<file path="src/rtl/pwr_sleep_pkg.sv">
package pwr_sleep_pkg;

  localparam int MODE_W = 3;
  localparam int DOM_N  = 5;  // domain bit order: 0 cpu, 1 io, 2 adc, 3 async, 4 osc

  localparam logic [MODE_W-1:0] MD_IDLE  = 3'b000;
  localparam logic [MODE_W-1:0] MD_QUIET = 3'b001;
  localparam logic [MODE_W-1:0] MD_DEEP  = 3'b010;
  localparam logic [MODE_W-1:0] MD_KEEPT = 3'b011;
  localparam logic [MODE_W-1:0] MD_STBY  = 3'b110;

  typedef enum logic [1:0] {
    ST_RUN   = 2'd0,
    ST_SLEEP = 2'd1,
    ST_WARM  = 2'd2,
    ST_HALT  = 2'd3
  } seq_state_e;

  function automatic logic mode_ok(input logic [MODE_W-1:0] m);
    return (m == MD_IDLE) || (m == MD_QUIET) || (m == MD_DEEP) ||
           (m == MD_KEEPT) || (m == MD_STBY);
  endfunction

  function automatic logic [DOM_N-1:0] mode_live_mask(input logic [MODE_W-1:0] m);
    logic [DOM_N-1:0] r;
    case (m)
      MD_IDLE:  r = 5'b11110;
      MD_QUIET: r = 5'b11100;
      MD_DEEP:  r = 5'b00000;
      MD_KEEPT: r = 5'b01000;
      MD_STBY:  r = 5'b10000;
      default:  r = 5'b11111;
    endcase
    return r;
  endfunction

  function automatic logic mode_slow(input logic [MODE_W-1:0] m);
    return (m == MD_DEEP) || (m == MD_KEEPT);
  endfunction

endpackage

</file>
<file path="src/rtl/pwr_ctrl_reg.sv">
module pwr_ctrl_reg
  import pwr_sleep_pkg::*;
(
  input  logic              clk,
  input  logic              rst_n,
  input  logic              we,
  input  logic [7:0]        wdata,
  output logic [7:0]        rdata,
  output logic              sleep_en,
  output logic [MODE_W-1:0] mode_sel
);

  localparam int LIVE_W = MODE_W + 1;

  logic [LIVE_W-1:0] live_q;

  always_ff @(posedge clk or negedge rst_n) begin
    if (!rst_n) live_q <= '0;
    else if (we) live_q <= wdata[LIVE_W-1:0];
  end

  assign rdata    = {{(8-LIVE_W){1'b0}}, live_q};
  assign sleep_en = live_q[0];
  assign mode_sel = live_q[LIVE_W-1:1];

  a_r1_write_lands: assert property (@(posedge clk) disable iff (!rst_n)
    we |=> (rdata[3:0] == $past(wdata[3:0])));

  a_r2_upper_static: assert property (@(posedge clk) disable iff (!rst_n)
    we |=> (rdata[7:4] == 4'h0));

endmodule

</file>
<file path="src/rtl/pwr_seq_fsm.sv">
module pwr_seq_fsm
  import pwr_sleep_pkg::*;
#(
  parameter int FAST_WAKE = 0,
  parameter int SLOW_WAKE = 16,
  parameter int HALT_CYC  = 4
) (
  input  logic              clk,
  input  logic              rst_n,
  input  logic              sleep_req,
  input  logic              irq_wake,
  input  logic              sleep_en,
  input  logic [MODE_W-1:0] mode_sel,
  output seq_state_e        state,
  output logic [MODE_W-1:0] mode_q,
  output logic              core_halt,
  output logic              irq_dispatch
);

  localparam int MAXC  = (SLOW_WAKE > HALT_CYC) ? SLOW_WAKE : HALT_CYC;
  localparam int CNT_W = $clog2(MAXC + 1);
  localparam logic [CNT_W-1:0] FAST_M1 = CNT_W'((FAST_WAKE > 0) ? FAST_WAKE - 1 : 0);
  localparam logic [CNT_W-1:0] SLOW_M1 = CNT_W'((SLOW_WAKE > 0) ? SLOW_WAKE - 1 : 0);
  localparam logic [CNT_W-1:0] HALT_M1 = CNT_W'(HALT_CYC - 1);

  seq_state_e       st_q;
  logic [CNT_W-1:0] cnt_q;

  logic enter_evt, wake_evt, in_halt, in_warm, cnt_done, slow_sel, dly_zero;
  logic [CNT_W-1:0] dly_load;

  assign enter_evt = (st_q == ST_RUN) && sleep_req && sleep_en && mode_ok(mode_sel);
  assign wake_evt  = (st_q == ST_SLEEP) && irq_wake;
  assign in_halt   = (st_q == ST_HALT);
  assign in_warm   = (st_q == ST_WARM);
  assign cnt_done  = (cnt_q == '0);
  assign slow_sel  = mode_slow(mode_q);
  assign dly_zero  = slow_sel ? (SLOW_WAKE == 0) : (FAST_WAKE == 0);
  assign dly_load  = slow_sel ? SLOW_M1 : FAST_M1;

  always_ff @(posedge clk or negedge rst_n) begin
    if (!rst_n) begin
      st_q   <= ST_RUN;
      cnt_q  <= '0;
      mode_q <= MD_IDLE;
    end else begin
      case (st_q)
        ST_RUN: if (enter_evt) begin
          st_q   <= ST_SLEEP;
          mode_q <= mode_sel;
        end
        ST_SLEEP: if (wake_evt) begin
          if (dly_zero) begin
            st_q  <= ST_HALT;
            cnt_q <= HALT_M1;
          end else begin
            st_q  <= ST_WARM;
            cnt_q <= dly_load;
          end
        end
        ST_WARM: if (cnt_done) begin
          st_q  <= ST_HALT;
          cnt_q <= HALT_M1;
        end else begin
          cnt_q <= cnt_q - 1'b1;
        end
        default: if (cnt_done) st_q <= ST_RUN;
                 else cnt_q <= cnt_q - 1'b1;
      endcase
    end
  end

  assign state        = st_q;
  assign core_halt    = (st_q != ST_RUN);
  assign irq_dispatch = in_halt && cnt_done;

  // checker-side run length of the halt phase
  logic [CNT_W-1:0] halt_run;
  always_ff @(posedge clk or negedge rst_n) begin
    if (!rst_n) halt_run <= '0;
    else if (in_halt) halt_run <= halt_run + 1'b1;
    else halt_run <= '0;
  end

  a_r3_no_enable_no_sleep: assert property (@(posedge clk) disable iff (!rst_n)
    (!core_halt && sleep_req && !sleep_en) |=> !core_halt);

  a_r5_reserved_noop: assert property (@(posedge clk) disable iff (!rst_n)
    (!core_halt && sleep_req && !mode_ok(mode_sel)) |=> !core_halt);

  a_r4_entry_halts: assert property (@(posedge clk) disable iff (!rst_n)
    enter_evt |=> (core_halt && !irq_dispatch));

  a_r7_halt_span: assert property (@(posedge clk) disable iff (!rst_n)
    irq_dispatch |-> (halt_run == HALT_M1));

  a_r7_release_after_dispatch: assert property (@(posedge clk) disable iff (!rst_n)
    irq_dispatch |=> !core_halt);

  a_r10_running_stays: assert property (@(posedge clk) disable iff (!rst_n)
    (!core_halt && !sleep_req) |=> (!core_halt && !irq_dispatch));

  a_r7_warm_leads_halt: assert property (@(posedge clk) disable iff (!rst_n)
    (in_warm && cnt_done) |=> in_halt);

endmodule

</file>
<file path="src/rtl/pwr_clk_gate.sv">
module pwr_clk_gate
  import pwr_sleep_pkg::*;
(
  input  logic              clk,
  input  logic              rst_n,
  input  seq_state_e        state,
  input  logic [MODE_W-1:0] mode_q,
  output logic [DOM_N-1:0]  dom_en
);

  localparam int OSC_BIT = DOM_N - 1;

  logic [DOM_N-1:0] sleep_mask;
  assign sleep_mask = mode_live_mask(mode_q);

  always_comb begin
    case (state)
      ST_SLEEP: dom_en = sleep_mask;
      ST_WARM: begin
        dom_en          = sleep_mask;
        dom_en[OSC_BIT] = 1'b1;
      end
      default:  dom_en = '1;
    endcase
  end

  a_r6_cpu_off_asleep: assert property (@(posedge clk) disable iff (!rst_n)
    (state == ST_SLEEP) |-> !dom_en[0]);

  a_r8_osc_on_warm: assert property (@(posedge clk) disable iff (!rst_n)
    (state == ST_WARM) |-> dom_en[OSC_BIT]);

  a_r8_all_on_halt: assert property (@(posedge clk) disable iff (!rst_n)
    (state == ST_HALT) |-> (dom_en == '1));

endmodule

</file>
<file path="src/rtl/pwr_sleep_ctrl.sv">
module pwr_sleep_ctrl
  import pwr_sleep_pkg::*;
#(
  parameter int FAST_WAKE = 0,
  parameter int SLOW_WAKE = 16,
  parameter int HALT_CYC  = 4
) (
  input  logic       clk,
  input  logic       rst_n,
  input  logic       cfg_we,
  input  logic [7:0] cfg_wdata,
  output logic [7:0] cfg_rdata,
  input  logic       sleep_req,
  input  logic       irq_wake,
  output logic       clk_en_cpu,
  output logic       clk_en_io,
  output logic       clk_en_adc,
  output logic       clk_en_async,
  output logic       osc_en,
  output logic       core_halt,
  output logic       irq_dispatch
);

  logic              sleep_en;
  logic [MODE_W-1:0] mode_sel, mode_q;
  seq_state_e        state;
  logic [DOM_N-1:0]  dom_en;

  pwr_ctrl_reg u_reg (
    .clk(clk), .rst_n(rst_n), .we(cfg_we), .wdata(cfg_wdata),
    .rdata(cfg_rdata), .sleep_en(sleep_en), .mode_sel(mode_sel)
  );

  pwr_seq_fsm #(
    .FAST_WAKE(FAST_WAKE), .SLOW_WAKE(SLOW_WAKE), .HALT_CYC(HALT_CYC)
  ) u_seq (
    .clk(clk), .rst_n(rst_n), .sleep_req(sleep_req), .irq_wake(irq_wake),
    .sleep_en(sleep_en), .mode_sel(mode_sel), .state(state), .mode_q(mode_q),
    .core_halt(core_halt), .irq_dispatch(irq_dispatch)
  );

  pwr_clk_gate u_gate (
    .clk(clk), .rst_n(rst_n), .state(state), .mode_q(mode_q), .dom_en(dom_en)
  );

  assign clk_en_cpu   = dom_en[0];
  assign clk_en_io    = dom_en[1];
  assign clk_en_adc   = dom_en[2];
  assign clk_en_async = dom_en[3];
  assign osc_en       = dom_en[4];

  a_r9_running_cpu_clock: assert property (@(posedge clk) disable iff (!rst_n)
    !core_halt |-> (clk_en_cpu && osc_en));

endmodule

</file>
<file path="config.mk">
export PLATFORM = sky130hd
export DESIGN_NAME = pwr_sleep_ctrl
export DESIGN_NICKNAME = d
export VERILOG_FILES = /design/src/rtl/pwr_sleep_pkg.sv /design/src/rtl/pwr_ctrl_reg.sv /design/src/rtl/pwr_seq_fsm.sv /design/src/rtl/pwr_clk_gate.sv /design/src/rtl/pwr_sleep_ctrl.sv
export SDC_FILE = /design/constraint.sdc
export NUM_CORES = 1
export LEC_CHECK = 0
export CAP_MARGIN = 10
export CORE_ASPECT_RATIO = 1.25
export CORE_MARGIN = 1
export CORE_UTILIZATION = 45
export DETAILED_ROUTE_END_ITERATION = 10
export DONT_BUFFER_PORTS = 1
export PLACE_DENSITY = 0.7
export SLEW_MARGIN = 20
export SYNTH_ARGS = -nofsm -noshare
export SYNTH_HDL_FRONTEND = slang
export SYNTH_SLANG_ARGS = --single-unit
</file>
<file path="constraint.sdc">
create_clock -name clk -period 4.7 [get_ports clk]
set_input_delay 0.235 -clock clk [delete_from_list [all_inputs] [get_ports clk]]
set_output_delay 0.235 -clock clk [all_outputs]
set_load 0.01 [all_outputs]
</file>
# [After elaboration in Yosys (flattened, before gate mapping)]
# Index checks and enable logic that the tools add are counted.
# Widths: inputs -> output; s select.
[classes] add_sub_neg=1 multipliers=0 div=0 magnitude_cmp=0 eq_ne=15 shifts=0 muxes=13 bitwise=1 n_reduce_logical=19
[ops] op="$pmux 5 s5" n=1
[ops] op="$mux 5" n=3
[ops] op="$pmux 5 s3" n=1
[ops] op="$eq 3x2->1 const B" n=4
[ops] op="$pmux 5 s2" n=1
[ops] op="$mux 2" n=4
[ops] op="$eq 3x1->1 const B" n=2
[ops] op="$eq 3x3->1 const B" n=2
[ops] op="$logic_not 3->1" n=2
[ops] op="$pmux 2 s3" n=1
[ops] op="$logic_and 1x1->1" n=5
[ops] op="$logic_not 5->1" n=1
[ops] op="$logic_or 1x1->1" n=5
[ops] op="$sub 5x1->5 const B" n=1
[ops] op="$eq 2x2->1 const B" n=2
[ops] op="$mux 4" n=1
[ops] op="$ne 2x2->1 const B" n=2
[ops] op="$reduce_and 4->1" n=1
[ops] op="$ne 3x1->1 const B" n=1
[ops] op="$reduce_and 3->1" n=1
[ops] op="$reduce_bool 3->1" n=1
[ops] op="$eq 2x1->1 const B" n=1
[ops] op="$logic_not 2->1" n=1
[ops] op="$ne 2x1->1 const B" n=1
[ops] op="other kinds (4)" n=4
[word_totals] ff_bits=14 latch_bits=0 ramBits=0 mem_bits_ro=0 inputBits=13 output_inout_bits=15 wordCells=53 n_memories=0

# [Depth between registers and ports, before layout]
[depth] ltp_word=8 depth_mapped=7 ltp_nobuf=6

# [By module]
# A second synthesis with hierarchy kept.
[hier_totals] cells_unflattened=109 hier_area_um2=1003.5
[by_module_without_submodules] mod="pwr_seq_fsm" n_inst=1 cells_each=76 area_per_inst_um2=690.7 seq_area_each_um2=250.2
[by_module_without_submodules] mod="pwr_ctrl_reg" n_inst=1 cells_each=17 area_per_inst_um2=209.0 seq_area_each_um2=100.1
[by_module_without_submodules] mod="pwr_clk_gate" n_inst=1 cells_each=16 area_per_inst_um2=103.8 seq_area_each_um2=0.0

# [Least setup slack after synthesis]
# No wires, ideal clock.
[synth_path] kind="reg2reg" startpoint="register u_seq.cnt_q[0]" endpoint="register u_seq.st_q[0] (netlist: u_seq.state[0])" setup_ps=125 t_arrival_ps=1603 required_time_ps=4575 path_slack_ps=2972 path_stages_with_launch=7 path_buffers=0 period_less_slack_ps=1728 cell_sequence="dfrtp_1 -> inv_1 -> ha_1 -> or4b_4 -> a21oi_2 -> o21ai_2 -> mux2_4"
[synth_via] elab_chain_len=3 word_cells_on_any_way=4 cone_classes="eq/ne (1); reduce/logical (3)"
[synth_rtl] item="from (decl)" line_no="pwr_seq_fsm.sv:27" rtl="logic [CNT_W-1:0] cnt_q;"
[synth_rtl] item="from (signal assigned)" line_no="pwr_seq_fsm.sv:58" rtl="cnt_q <= dly_load;"
[synth_rtl] item="from (signal assigned)" line_no="pwr_seq_fsm.sv:65" rtl="cnt_q <= cnt_q - 1'b1;"
[synth_rtl] item="from (signal assigned)" line_no="pwr_seq_fsm.sv:68" rtl="else cnt_q <= cnt_q - 1'b1;"
[synth_rtl] item="$logic_not 5->1 *" line_no="pwr_seq_fsm.sv:36" rtl="assign cnt_done = (cnt_q == '0);"
[synth_rtl] item="$ne 2x2->1 (no line) / $reduce_bool 3->1 (equally long branches)"
[synth_rtl] item="$reduce_and 4->1 (no line) *"
[synth_rtl] item="to (signal assigned)" line_no="pwr_seq_fsm.sv:43" rtl="st_q <= ST_RUN;"
[synth_rtl] item="to (signal assigned)" line_no="pwr_seq_fsm.sv:49" rtl="st_q <= ST_SLEEP;"
[synth_rtl] item="to (signal assigned)" line_no="pwr_seq_fsm.sv:54" rtl="st_q <= ST_HALT;"
[synth_rtl] item="to (decl)" line_no="pwr_seq_fsm.sv:26" rtl="seq_state_e st_q;"
# Every way passes the cells marked *; elsewhere a longest branch is shown, timed or not.
# A chain may end at the register's enable or synchronous reset.

# [Worst setup path after layout]
[layout_path] startpoint="register u_seq.st_q[0] (netlist: u_seq.state[0])" endpoint="output clk_en_io"
[layout_via] elab_chain_len=2 word_cells_on_any_way=3 cone_classes="eq/ne (2); mux (1)"
[layout_rtl] item="$eq 2x2->1 / $eq 2x1->1 (equally long branches)"
[layout_rtl] item="$pmux 5 s2 *" line_no="pwr_clk_gate.sv:17" rtl="case (state)"
[layout_rtl] item="to (decl)" line_no="pwr_sleep_ctrl.sv:16" rtl="output logic clk_en_io,"
# Marks and branches as above.

==> flow_summary_export.csv <==
group,metric,value,unit
detailed_routing,drtAntennaViolNets,0,
layout,nets,125,
grt,antenna_found_initial,0,
critical_path,worstSetupEndpointType,"output port",
place,post_dp_cell_area,925.9,um^2
layout,final_layout_size_suffix_gt1_share,12.38,%
die,die_y,52.99,um
power_and_ir_drop,p_leak,0.4455,nW
synthesis,synth_cells,105,
synthesis,yosys_warnings,0,
place,numPortBuffers,0,
die,core_area,1959,um^2
place,gp_congestion,0.7828,
clock_tree,clk_latency,0.27,ns
timing,fin_skew,0.003704,ns
clock_tree,hold_buffers,1,
die,dieWidth,42.79,um
critical_path,critical_path_class,"reg2out",
clock_tree,clockBufferDepth,2,
place,dp.cells,121,
timing,fmax,506.1,MHz
power_and_ir_drop,power.total,0.7672,mW
timing,hold_viol,0,
critical_path,critPathLaunchType,"flip-flop",
grt,grt_overflow,0,
synthesis,synth.largest_area_cell,"dfrtp_1",
clock_tree,cts_setup_buffers,0,
synthesis,syn_area_per_cell,8.913,um^2
critical_path,max_stage_delay,0.43,ns
clock_tree,post_cts_resized,0,
critical_path,reg2reg_depth,6,
clock_tree,clock-sinks,14,
die,start_util,47.77,%
grt,grt_max_degree,15,
critical_path,cpMaxStageDelayCell,"dfrtp_1",
die,die_area,2267,um^2
timing,slew_viol_final,0,
detailed_routing,drt_iter0_drc,28,
critical_path,crit_cells,5,
grt,track_usage,15.86,%
grt,grt_pass1_wl,2739,um
hold_path,hold_path_class,"in2reg",
timing,maxSlewHeadroom,56.35,%
detailed_routing,via_count,702,
power_and_ir_drop,vdd_drop_max,0.3652,mV
synthesis,synthArstFlopShare,100.0,%
place,dp_hpwl,1370,um
detailed_routing,route.detailed.wl_per_inst,13.96,um
detailed_routing,drc,0,
clock_tree,path_clk_slew,0.08,ns
die,ios,28,
detailed_routing,wl,1745,um
detailed_routing,first_pass_iters,4,
hold_path,min_path_cells,1,
clock_tree,htreeDepth,1,
detailed_routing,vias_per_cell,5.616,
power_and_ir_drop,powerDensity,800.5,nW/um^2
critical_path,cp_max_fo,8,
clock_tree,cts_buffers,3,
synthesis,synthTopCellsByCount,"dfrtp_1, inv_1, a21oi_1, nor2_1",
clock_tree,cts_tree,"built",
synthesis,synth.area.top_cells,"dfrtp_1, ha_1, a21oi_1, buf_4, inv_1",
timing,period_needed,1.976,ns
critical_path,cp_cell_sequence,"inv_1, ha_1, nor2_1, o21a_1, a21oi_1",
timing,fin_tns_setup,0,ns
critical_path,critical_path_arrival,1.74,ns
synthesis,post-synth-top-count-cell,"dfrtp_1",
synthesis,synth_edf_count,0,
critical_path,crit_buf_inv,1,
die,num_rows,18,
layout,fin_cells,125,
clock_tree,cts.root.buffer_cell,"clkbuf_4",
timing,setup_violations,0,
layout,area_growth,2.406,%
grt,grt_pass1_vias,678,
timing,min_period_over_period,42.04,%
synthesis,syn_area,935.9,um^2
job,cap_violations,0,
layout,diodes,0,
status,status,"completed",
timing,rsz0062_at_grt,"false",
synthesis,synthFlopType,"dfrtp_1",
critical_path,critPathRequiredTime,4.47,ns
critical_path,cp_top_family,"compound AO/OA/AOI/OAI gates",
synthesis,synth_top_area_share,37.43,%
layout,postLayoutCellArea,958.4,um^2
timing,tightest_slew,0.6525,ns
synthesis,yosysSeqAreaShare,37.43,%
synthesis,synth.distinct_cells,33,
synthesis,synth-seq-cells,14,
==> area by class of cell <==
class	count	area, um^2
clock buffers	3	22.52
inverters	10	37.54
flip-flops and latches	14	350.3
multi-input cells	77	513.0
fillers	190	1001
repair buffers	1	10.01
well taps	20	25.02
==> kinds of logic (layout without fill, tap and decap cells) <==
kind of cell | count (synthesis) | after routing | synth area share, %
AO/OA/AOI/OAI | 32 | 32 | 22.06
AND/OR/NAND/NOR | 31 | 31 | 17.65
buffers and inverters | 17 | 14 | 8.957
flip-flops | 14 | 14 | 37.43
adder cells (fa/ha/maj) | 5 | 5 | 6.684
multiplexers | 5 | 5 | 6.818
other | 1 | 4 | 0.4007
==> metal layers <==
metal,wire length (um),track usage [%]
met1,744,17.20
met2,890,29.29
met3,96,4.096
met4,13,5.729
met5,0,0
==> placed cells by master, fill, tap and decap left out <==
cell type	synthesis	layout
conb_1	1	4
a21oi_2	1	1
o2bb2ai_1	1	1
o21a_1	3	3
a21boi_0	2	2
dlygate4sd3_1	0	1
or4b_4	1	1
or3b_2	1	1
nand3_1	2	2
nand2b_1	2	2
o21bai_1	2	2
inv_1	10	10
o21ai_0	7	7
a21oi_1	9	9
o22ai_1	2	2
mux2_2	3	3
clkbuf_4	0	3
nand2_1	7	7
ha_1	5	5
a21o_1	1	1
a221o_1	1	1
nor3_1	1	1
o21ai_2	1	1
mux2_4	2	2
o32ai_1	1	1
a211o_1	1	1
dfrtp_1	14	14
nor2_1	9	9
nor4b_1	1	1
nor2b_1	4	4
and2_1	2	2
and2b_2	1	1
==> worst register-to-register path: stages, from the launching register on <==
cell and delay, ns:
dfrtp_1 0.40, inv_1 0.08, ha_1 0.21, nor4b_1 0.45, a221o_1 0.44, o21bai_1 0.16, o2bb2ai_1 0.12
==> flip-flops by register name (all words and copies together), names as in the netlist <==
signal        count
u_reg.live_q      4
u_seq.cnt_q       5
u_seq.mode_q      3
u_seq.state       2
==> worst paths after layout <==
kind                                            start                     endpoint  slack [ns]
max in group asynchronous                       rst_n   u_seq.state[0]$_DFFE_PN0P_        3.85
min in group asynchronous                       rst_n   u_seq.cnt_q[2]$_DFFE_PN0P_        0.43
setup reg to reg           u_seq.cnt_q[0]$_DFFE_PN0P_   u_seq.cnt_q[3]$_DFFE_PN0P_        2.76
hold / removal                                 cfg_we  u_reg.live_q[2]$_DFFE_PN0P_        0.05
setup / recovery           u_seq.state[0]$_DFFE_PN0P_                    clk_en_io        2.72
hold reg to reg            u_seq.cnt_q[1]$_DFFE_PN0P_   u_seq.cnt_q[1]$_DFFE_PN0P_        0.52
==> through the flow <==
stage                     util, %  worst slack [ns]  hold WS [ns]
final                       48.91             2.724       0.05433
after global placement      47.25             2.786      -0.06019
after CTS                   48.91             2.713       0.04684
after global routing        48.91             2.580       0.05701
after detailed placement    47.25             2.740      -0.06020
after floorplan                 -             2.972      -0.06059
==> where the power goes <==
part,internal [mW],total [mW],leakage [nW],switching [mW]
sequential,0.168,0.217,0.170,0.0492
clock,0.0296,0.0655,0.0138,0.0359
combinational,0.207,0.484,0.261,0.277
total,0.405,0.767,0.445,0.362
Note: power is estimated with default switching activity, not from simulation.
